### src/rtl/aln_pkg.sv
package aln_pkg;

    // Width of one instruction parcel
    localparam int unsigned PARCEL_W = 16;

    // Low-bit pattern that marks the first parcel of a long instruction
    localparam logic [1:0] LONG_TAG = 2'b11;

    // Address steps for short and long instructions, in bytes
    localparam int unsigned SHORT_BYTES = PARCEL_W / 8;
    localparam int unsigned LONG_BYTES  = 2 * SHORT_BYTES;

endpackage

### src/rtl/aln_parcel.sv
module aln_parcel
    import aln_pkg::*;
#(
    parameter int unsigned PW = PARCEL_W
) (
    input  logic [PW-1:0]   parcel_i,
    output logic            short_o,
    output logic [2*PW-1:0] wide_o
);

    // A parcel is short unless its two lowest bits are both set
    assign short_o = (parcel_i[1:0] != LONG_TAG);
    assign wide_o  = {{PW{1'b0}}, parcel_i};

endmodule

### src/rtl/aln_pc_step.sv
module aln_pc_step
    import aln_pkg::*;
#(
    parameter int unsigned AW = 32
) (
    input  logic [AW-1:0] pc_i,
    input  logic          short_i,
    output logic [AW-1:0] npc_o
);

    localparam logic [AW-1:0] STEP_S = AW'(SHORT_BYTES);
    localparam logic [AW-1:0] STEP_L = AW'(LONG_BYTES);

    assign npc_o = pc_i + (short_i ? STEP_S : STEP_L);

endmodule

### src/rtl/insn_aligner.sv
module insn_aligner
    import aln_pkg::*;
#(
    parameter int unsigned   AW       = 32,
    parameter int unsigned   FW       = 2 * PARCEL_W,
    parameter logic [AW-1:0] RESET_PC = '0
) (
    input  logic          clk,
    input  logic          rst_n,
    input  logic          flush_i,
    input  logic [AW-1:0] redirect_pc_i,
    input  logic          word_valid_i,
    input  logic [FW-1:0] word_i,
    output logic          word_ready_o,
    output logic          more_o,
    output logic [AW-1:0] fetch_addr_o,
    output logic          insn_valid_o,
    output logic [FW-1:0] insn_o,
    output logic [AW-1:0] insn_pc_o,
    output logic [AW-1:0] next_pc_o,
    input  logic          insn_ready_i
);

    localparam int unsigned HW = FW / 2;
    localparam int unsigned WA = AW - 2;

    typedef struct packed {
        logic [AW-1:0] pc;        // start address of next instruction to build
        logic [HW-1:0] hold;      // buffered upper half of the last word
        logic          hold_vld;
        logic [FW-1:0] stash;     // first half of a straddling instruction
        logic          pend;
        logic [FW-1:0] out_insn;
        logic [AW-1:0] out_pc;
        logic [AW-1:0] out_npc;
        logic          out_vld;
    } state_t;

    state_t st_d, st_q;

    // Parcel classification for both word halves and the buffered half
    logic [1:0]    half_short;
    logic [FW-1:0] half_wide [2];
    logic          hold_short;
    logic [FW-1:0] hold_wide;

    for (genvar g = 0; g < 2; g++) begin : g_half
        aln_parcel #(.PW(HW)) u_half (
            .parcel_i (word_i[g*HW +: HW]),
            .short_o  (half_short[g]),
            .wide_o   (half_wide[g])
        );
    end

    aln_parcel #(.PW(HW)) u_hold (
        .parcel_i (st_q.hold),
        .short_o  (hold_short),
        .wide_o   (hold_wide)
    );

    // Handshake and source selection
    logic can_adv, take_word;
    assign can_adv      = !st_q.out_vld || insn_ready_i;
    assign more_o       = !st_q.hold_vld;
    assign word_ready_o = more_o && can_adv && !flush_i;
    assign take_word    = word_ready_o && word_valid_i;

    // Upper-half parcel: from the buffer if present, else from the new word
    logic          off_short;
    logic [FW-1:0] off_wide;
    assign off_short = st_q.hold_vld ? hold_short : half_short[1];
    assign off_wide  = st_q.hold_vld ? hold_wide  : half_wide[1];

    // Length of whatever instruction would be emitted this cycle
    logic emit_short;
    assign emit_short = st_q.pend ? 1'b0 :
                        (st_q.hold_vld || st_q.pc[1]) ? off_short : half_short[0];

    logic [AW-1:0] npc;
    aln_pc_step #(.AW(AW)) u_step (
        .pc_i    (st_q.pc),
        .short_i (emit_short),
        .npc_o   (npc)
    );

    logic          emit;
    logic [FW-1:0] emit_insn;

    always_comb begin
        st_d      = st_q;
        emit      = 1'b0;
        emit_insn = '0;

        if (st_q.out_vld && insn_ready_i) begin
            st_d.out_vld = 1'b0;
        end

        if (flush_i) begin
            st_d.pc       = redirect_pc_i & ~{{(AW-1){1'b0}}, 1'b1};
            st_d.hold_vld = 1'b0;
            st_d.pend     = 1'b0;
            st_d.stash    = '0;
            st_d.out_vld  = 1'b0;
        end else if (can_adv) begin
            if (st_q.pend) begin
                if (take_word) begin
                    emit          = 1'b1;
                    emit_insn     = st_q.stash | {word_i[HW-1:0], {HW{1'b0}}};
                    st_d.pend     = 1'b0;
                    st_d.stash    = '0;
                    st_d.hold     = word_i[FW-1:HW];
                    st_d.hold_vld = 1'b1;
                end
            end else if (st_q.hold_vld || (take_word && st_q.pc[1])) begin
                st_d.hold_vld = 1'b0;
                if (off_short) begin
                    emit      = 1'b1;
                    emit_insn = off_wide;
                end else begin
                    st_d.pend  = 1'b1;
                    st_d.stash = off_wide;
                end
            end else if (take_word) begin
                emit = 1'b1;
                if (half_short[0]) begin
                    emit_insn     = half_wide[0];
                    st_d.hold     = word_i[FW-1:HW];
                    st_d.hold_vld = 1'b1;
                end else begin
                    emit_insn = word_i;
                end
            end

            if (emit) begin
                st_d.out_insn = emit_insn;
                st_d.out_pc   = st_q.pc;
                st_d.out_npc  = npc;
                st_d.out_vld  = 1'b1;
                st_d.pc       = npc;
            end
        end
    end

    always_ff @(posedge clk) begin
        if (!rst_n) begin
            st_q          <= '0;
            st_q.pc       <= RESET_PC;
        end else begin
            st_q <= st_d;
        end
    end

    logic [WA-1:0] word_idx;
    assign word_idx     = st_q.pc[AW-1:2] + {{(WA-1){1'b0}}, st_q.pend};
    assign fetch_addr_o = {word_idx, 2'b00};

    assign insn_valid_o = st_q.out_vld;
    assign insn_o       = st_q.out_insn;
    assign insn_pc_o    = st_q.out_pc;
    assign next_pc_o    = st_q.out_npc;

    // Assertions
    AST_HOLD_STABLE: assert property (@(posedge clk) disable iff (!rst_n)
        (insn_valid_o && !insn_ready_i && !flush_i) |=> (insn_valid_o && $stable(insn_o) && $stable(insn_pc_o)));

    AST_NO_ACCEPT_FULL: assert property (@(posedge clk) disable iff (!rst_n)
        (insn_valid_o && !insn_ready_i) |-> !word_ready_o);

    AST_STEP_BY_LEN: assert property (@(posedge clk) disable iff (!rst_n)
        insn_valid_o |-> (next_pc_o == insn_pc_o + ((insn_o[1:0] == LONG_TAG) ? AW'(LONG_BYTES) : AW'(SHORT_BYTES))));

    AST_SHORT_ZEXT: assert property (@(posedge clk) disable iff (!rst_n)
        (insn_valid_o && insn_o[1:0] != LONG_TAG) |-> (insn_o[FW-1:HW] == '0));

    AST_MERGE_UPPER_ZERO: assert property (@(posedge clk) disable iff (!rst_n)
        st_q.pend |-> (st_q.stash[FW-1:HW] == '0));

    AST_FLUSH_EMPTIES: assert property (@(posedge clk) disable iff (!rst_n)
        flush_i |=> !insn_valid_o);

    AST_FLUSH_NO_TAKE: assert property (@(posedge clk) disable iff (!rst_n)
        flush_i |-> !word_ready_o);

endmodule

### config.mk
export PLATFORM = sky130hd
export DESIGN_NAME = insn_aligner
export DESIGN_NICKNAME = d
export VERILOG_FILES = /design/src/rtl/aln_pkg.sv /design/src/rtl/aln_parcel.sv /design/src/rtl/aln_pc_step.sv /design/src/rtl/insn_aligner.sv
export SDC_FILE = /design/constraint.sdc
export NUM_CORES = 1
export LEC_CHECK = 0
export BUFFER_PORTS_ARGS = -buffer_cell sky130_fd_sc_hd__buf_4
export CAP_MARGIN = 15
export CORE_MARGIN = 3
export CORE_UTILIZATION = 25
export DETAILED_ROUTE_END_ITERATION = 16
export PLACE_DENSITY_LB_ADDON = 0.2
export SYNTH_ARGS = -nofsm -noshare
export SYNTH_HDL_FRONTEND = slang
export SYNTH_HIERARCHICAL = 1
export SYNTH_SLANG_ARGS = --single-unit
### constraint.sdc
create_clock -name clk -period 9.9 [get_ports clk]
set_input_delay 1.98 -clock clk [delete_from_list [all_inputs] [get_ports clk]]
set_output_delay 1.98 -clock clk [all_outputs]
set_load 0.005 [all_outputs]
Yosys cells after proc, flatten, opt, wreduce, memory -nomap -nowiden
Index checks and enable logic that the tools add are counted.
- RAM bits: 0
- output and inout port bits: 131
- register bits after elaboration: 179
- memories: 0
- word-level logic and storage cells: 75
- bits in latches: 0
- memory bits (read-only): 0
- input port bits: 69
- add/sub/neg operators: 2
- eq/ne operators: 6
- div/mod/pow operators: 0
- bitwise logic cells: 3
- $lt $le $gt $ge: 0
- $mul: 0
- shifts and indexed selects: 0
- reductions and logical operators: 24
- multiplexer cells: 30
- operators by type and width (cell ; count):
    32-bit 2-to-1 mux ; 7
    179-bit 2-to-1 mux ; 1
    50-bit 2-to-1 mux ; 2
    97-bit 2-to-1 mux ; 1
    33-bit 2-to-1 mux ; 2
    16-bit 2-to-1 mux ; 3
    17-bit 2-to-1 mux ; 2
    32-bit adder ; 1
    32-bit bitwise OR ; 1
    30-bit by 1-bit adder with 30-bit output ; 1
    1-bit 2-to-1 mux ; 11
    2-bit inequality test, second input constant ; 5
    2-bit nonzero test ; 5
    4-bit AND reduction ; 2
    1-bit logical AND ; 5
    5-bit AND reduction ; 1
    2-bit AND reduction ; 2
    1-bit logical NOT ; 3
    1-bit logical OR ; 3
    3-bit 2-to-1 mux ; 1
    3-bit AND reduction ; 1
    3-bit nonzero test ; 1
    2-bit by 1-bit inequality test with 1-bit output, second input constant ; 1
    1-bit inverter ; 2
    2-bit OR reduction ; 1

Longest topological paths before layout
- word-level depth: 14
- gate-level depth with buffers: 14
- gate-level depth less buffers: 12

Modules after synthesis
The synthesis kept the hierarchy.
- by module, submodules not included (module ; sequential area each (sq um) ; area each (sq um) ; times used ; cells an instance):
    insn_aligner ; 3583.4 ; 9724.3 ; 1 ; 1196
    aln_parcel ; 0.0 ; 247.7 ; 3 ; 34
    aln_pc_step ; 0.0 ; 683.2 ; 1 ; 92

Worst setup path before layout
Ideal clock, no wire load.
- kind: input to output
- from: input flush_i
- to: output word_ready_o
- buffers on the path: 1
- arrival time: 2.538 ns
- required time: 7.920 ns
- stages: 3
- slack: 5.382 ns
- cells stage by stage: buf_2 -> or2_2 -> nor2_1
- longest elaborated chain between the ends: 2
- ends and longest elaborated chain (item ; line ; text):
    start: declaration ; insn_aligner.sv:10 ; input logic flush_i,
    1-bit logical NOT ; insn_aligner.sv:65 ; assign word_ready_o = more_o && can_adv && !flush_i;
    1-bit logical AND ; insn_aligner.sv:65 ;
    end: declaration ; insn_aligner.sv:14 ; output logic word_ready_o,
No other way between the ends.

Worst setup path in the final report
- from: input word_i[0]
- to: register st_q (netlist bit next_pc_o[31])
- longest elaborated chain between the ends: 5
- ends and longest elaborated chain (item ; line ; text):
    start: declaration ; insn_aligner.sv:13 ; input logic [FW-1:0] word_i,
    2-bit inequality test ; aln_parcel.sv:12 ; assign short_o = (parcel_i[1:0] != LONG_TAG);
    named net half_short[0] ; insn_aligner.sv:42 ; logic [1:0] half_short;
    1-bit 2-to-1 mux ; insn_aligner.sv:77 ; (st_q.hold_vld || st_q.pc[1]) ? off_short : half_short[0];
    1-bit 2-to-1 mux ; insn_aligner.sv:76 ; assign emit_short = st_q.pend ? 1'b0 :
    named net emit_short ; insn_aligner.sv:75 ; logic emit_short;
    3-bit 2-to-1 mux ; aln_pc_step.sv:14 ; assign npc_o = pc_i + (short_i ? STEP_S : STEP_L);
    32-bit adder ; aln_pc_step.sv:14 ;
    named net npc[31] ; insn_aligner.sv:79 ; logic [AW-1:0] npc;
    end signal: assignment ; insn_aligner.sv:149 ; st_q <= st_d;
    end: declaration ; insn_aligner.sv:39 ; state_t st_d, st_q;
The timed path passes the listed nets, and every way through them passes these cells.
A chain may end at the register's enable or synchronous reset.

==> results.txt <==
The flow ran to the end, and the final reports show no timing, DRC or antenna violations. Yosys attributes the largest share of cell area to sky130_fd_sc_hd__dfxtp_1 (32%), sky130_fd_sc_hd__buf_4 (13%), sky130_fd_sc_hd__mux2i_1 (7.2%). The data arrival time of the critical path is 5.90 ns. The initialized floorplan defines 76 standard-cell rows. The post-detailed-routing wire length is 38400 microns.

The count of cell types in the netlist came out at 54. The overall power consumption is 1.75 mW. The post-CTS setup buffer count came out at 0.

The endpoint identified for the worst register-to-register timing path is next_pc_o[31]. The number of I/O port buffers is 196. Clock-pin slew was measured on the worst setup and hold paths at 0.08 ns. The cell count after synthesis came out at 1390. The longest clock path from root to sink contains 2 buffers.

Relative to the synthesized area, the layout overhead comes to 10.9%. The fraction of synthesis flops using an asynchronous set or reset pin came out at 0%. The final route contains 9515 vias. The number of sinks on the clock net came out at 179. The most critical setup path has its startpoint at word_i[0].

The maximum fanout count along the critical path is 33. By startpoint and endpoint, the worst setup path is classified as in -> reg. The power share of the combinational group is 14.6%. The total setup violations reported at the end of the flow is 0. The mean area per synthesized cell came out at 8.02 sq um. 0 antenna diodes ended up in the layout. For this run, the leading register cell type out of synthesis is sky130_fd_sc_hd__dfxtp_1.

The synthesized netlist occupies a cell area of 0.0112 sq mm. The vias per cell came out at 4.88. The number of top-level pins came out at 200. In this run, the number of DRC markers left after iteration 0 of detailed routing was 584. The headroom to the max-slew limit is 23.5%. The count of instances resized after the clock tree is built is 0.

The first-pass GRT wire length is 58300 microns. The floorplan die height is 217 microns. The reported leakage power is 4.94 nW. The worst hold path was traced through 2 stages.

The net count reported at finish came out at 1428. The warning count from the yosys run came out at 6. The total congestion overflow after global routing came out at 0. In the global route stage, overall resource usage came out at 16.0%. The clock buffer count from CTS came out at 17.

The largest total area in the synthesized netlist belongs to sky130_fd_sc_hd__dfxtp_1. The net load switching power is 505 uW. The die is 217 microns wide. Of the synthesized area, sequential elements account for 32.1%. The actual slew at the worst max-slew pin is 1.15 ns.

IR analysis of the VDD net gives a maximum drop of 107 uV. The total die area came out at 0.0472 sq mm. The max-cap check violation count is 0. The placed wire-length estimate after detailed placement came out at 24800 microns. The sequential power share is 44.9%. The total negative setup slack came out at 0 ns.

The starting density of the core is 25.6%. The final hold violation count is 0. In the final layout, the share of cells above drive strength 1 is 21.7%. The worst register-to-register path begins at st_q[148]. The area of the core came out at 0.0436 sq mm. Setup repair after global routing left no endpoint under its margin. The clock period minus final worst setup slack came out at 5.50 ns.

The worst min-delay path category is reg -> reg. The area fraction of the dominant cell type after synthesis is 32.1%. The detail route stage leaves a number of antenna-violating nets equal to 0.

The average wire length per cell after detail routing came out at 19.7 microns. The number of buffers inserted for hold repair after clock tree synthesis is 0. In this run switching power makes up 28.9% of total power. The cell sitting at the root of the clock tree is a sky130_fd_sc_hd__clkbuf_16. The register-to-register setup slack came out at 5.79 ns. The post-route clock skew is 0.0165 ns. The via count of the first global-routing pass came out at 9195. The clock share of power came out at 40.5%. The power per standard cell area is 141 mW/mm^2. The internal power of the cells is 1.24 mW. The worst register-to-register path has a depth of 10. Data on the critical path is required at its endpoint by 10.30 ns.

The end point of the critical path is next_pc_o[31]. The max-slew violation count came to 0. The final clock period utilization by the worst path came out at 55.6%. The number of enable flip-flop cells after synthesis is 0. The weighted congestion reported at the end of routability-driven placement is 0.775. In the routed design, unresolved DRC markers number 0. The maximum operating frequency came out at 182 MHz. The number of antenna violations at the first check in global routing came out at 1. The deepest level of the CTS H-tree came out at 4.

The pin count of the biggest net entering global routing came out at 98. Synthesis inferred 179 register bits. STA classifies the critical path startpoint as an input port. STA classifies the critical path endpoint as a flop. TritonCTS built the clock tree. The clock latency of the later-clocked register in the worst-skew pair came out at 0.47 ns. The first-pass detailed-route iteration total is 5.
## cells by family (layout without fill, tap and decap cells)
| family | Yosys count | in the layout | share of synthesized area (%) |
|---|---|---|---|
| compound gates | 398 | 398 | 20.4 |
| buf+inv | 326 | 256 | 18.0 |
| simple gates | 309 | 309 | 13.8 |
| flops | 179 | 179 | 32.1 |
| mux | 112 | 112 | 10.4 |
| xor+xnor | 57 | 57 | 4.48 |
| fa+ha+maj | 5 | 5 | 0.628 |
| other cells | 4 | 50 | 0.135 |
## area by class of cell
class / count / area (sq um)
Fill cell: 4839 / 31200
Clock inverter: 11 / 128
Clock buffer: 20 / 457
Sequential cell: 179 / 3580
Multi-Input combinational cell: 931 / 5820
Tap cell: 585 / 732
Inverter: 13 / 50.0
Timing Repair Buffer: 212 / 1590
## worst max-delay path, stage by stage
cell and delay, ns:
sky130_fd_sc_hd__buf_4 0.13, sky130_fd_sc_hd__nand2_2 0.06, sky130_fd_sc_hd__buf_4 0.47, sky130_fd_sc_hd__nor2b_1 0.32
sky130_fd_sc_hd__a211oi_1 0.09, sky130_fd_sc_hd__nor3_1 0.44, sky130_fd_sc_hd__ha_1 0.28, sky130_fd_sc_hd__fa_1 0.31
sky130_fd_sc_hd__nand4_1 0.21, sky130_fd_sc_hd__or4_4 0.54, sky130_fd_sc_hd__nor4_2 0.53, sky130_fd_sc_hd__xor2_1 0.25
sky130_fd_sc_hd__nand3_1 0.11, sky130_fd_sc_hd__a21oi_1 0.16
## routing by layer
| layer | share of wire [%] | vias up | track usage, % |
|---|---|---|---|
| met1 | 43 | 4584 | 20.5 |
| met2 | 49 | 285 | 27.3 |
| met5 | 0.023 | - | 0 |
| li1 | - | 4620 | - |
| met4 | 1.1 | 2 | 3.39 |
| met3 | 6.6 | 24 | 4.05 |
## power by group through the flow
stage / Combinational, mW / Clock [mW] / Sequential, mW
after floorplan: 0.191 / 0 / 0.786
after global placement: 0.258 / 0 / 0.801
after detailed placement: 0.259 / 0 / 0.801
after CTS: 0.260 / 0.732 / 0.785
after global routing: 0.283 / 0.758 / 0.790
final: 0.255 / 0.708 / 0.785
## synthesized netlist by cell type, drive strengths merged (5+ instances only)
library cell,count
a211oi,19
a21oi,131
a22oi,16
a311oi,15
a31oi,32
and4,8
buf,228
clkbuf,85
dfxtp,179
inv,13
mux2,32
mux2i,80
nand2,119
nand2b,5
nand3,83
nand4,11
nor2,31
nor3,16
nor4,17
o21ai,161
o311ai,15
xnor2,20
xor2,37
## worst min path at each step
stage	start	endpoint	slack [ns]
2_1_floorplan	st_q[128]	st_q[128]	0.43
3_3_place_gp	st_q[127]	st_q[127]	0.44
3_5_place_dp	st_q[118]	st_q[118]	0.45
4_1_cts	st_q[118]	st_q[118]	0.46
5_1_grt	st_q[119]	st_q[119]	0.47
6_report	st_q[119]	st_q[119]	0.46
## through the flow
stage	hold WS, ns	instance area [sq um]	std cells	setup WS (ns)	util [%]
after floorplan	0.434	11300	1436	5.38	-
after global placement	0.445	11800	1920	3.96	27.0
after detailed placement	0.450	11800	1920	3.96	27.0
after CTS	0.459	12400	1951	4.43	28.4
after global routing	0.474	12400	1951	4.17	28.4
final	0.455	12400	1951	4.40	28.4
## sequential cells by signal, summed over array words and instances, names as in the netlist
signal	cells
st_q	82
insn_valid_o	1
next_pc_o	32
insn_o	32
insn_pc_o	32
## placed cells by master (no fill, tap or decap), types with 18 or more instances in the layout
cell type / netlist / final
sky130_fd_sc_hd__nand3_1: 82 / 82
sky130_fd_sc_hd__o21ai_0: 159 / 158
sky130_fd_sc_hd__xnor2_1: 20 / 20
sky130_fd_sc_hd__a211oi_1: 18 / 18
sky130_fd_sc_hd__nor2_1: 31 / 29
sky130_fd_sc_hd__mux2i_1: 80 / 80
sky130_fd_sc_hd__nand2_1: 119 / 118
sky130_fd_sc_hd__a21oi_1: 131 / 130
sky130_fd_sc_hd__buf_4: 200 / 212
sky130_fd_sc_hd__mux2_2: 32 / 32
sky130_fd_sc_hd__xor2_1: 37 / 37
sky130_fd_sc_hd__a31oi_1: 32 / 31
sky130_fd_sc_hd__dfxtp_1: 179 / 179
sky130_fd_sc_hd__conb_1: 4 / 50
(Power assumes the default switching activity.)
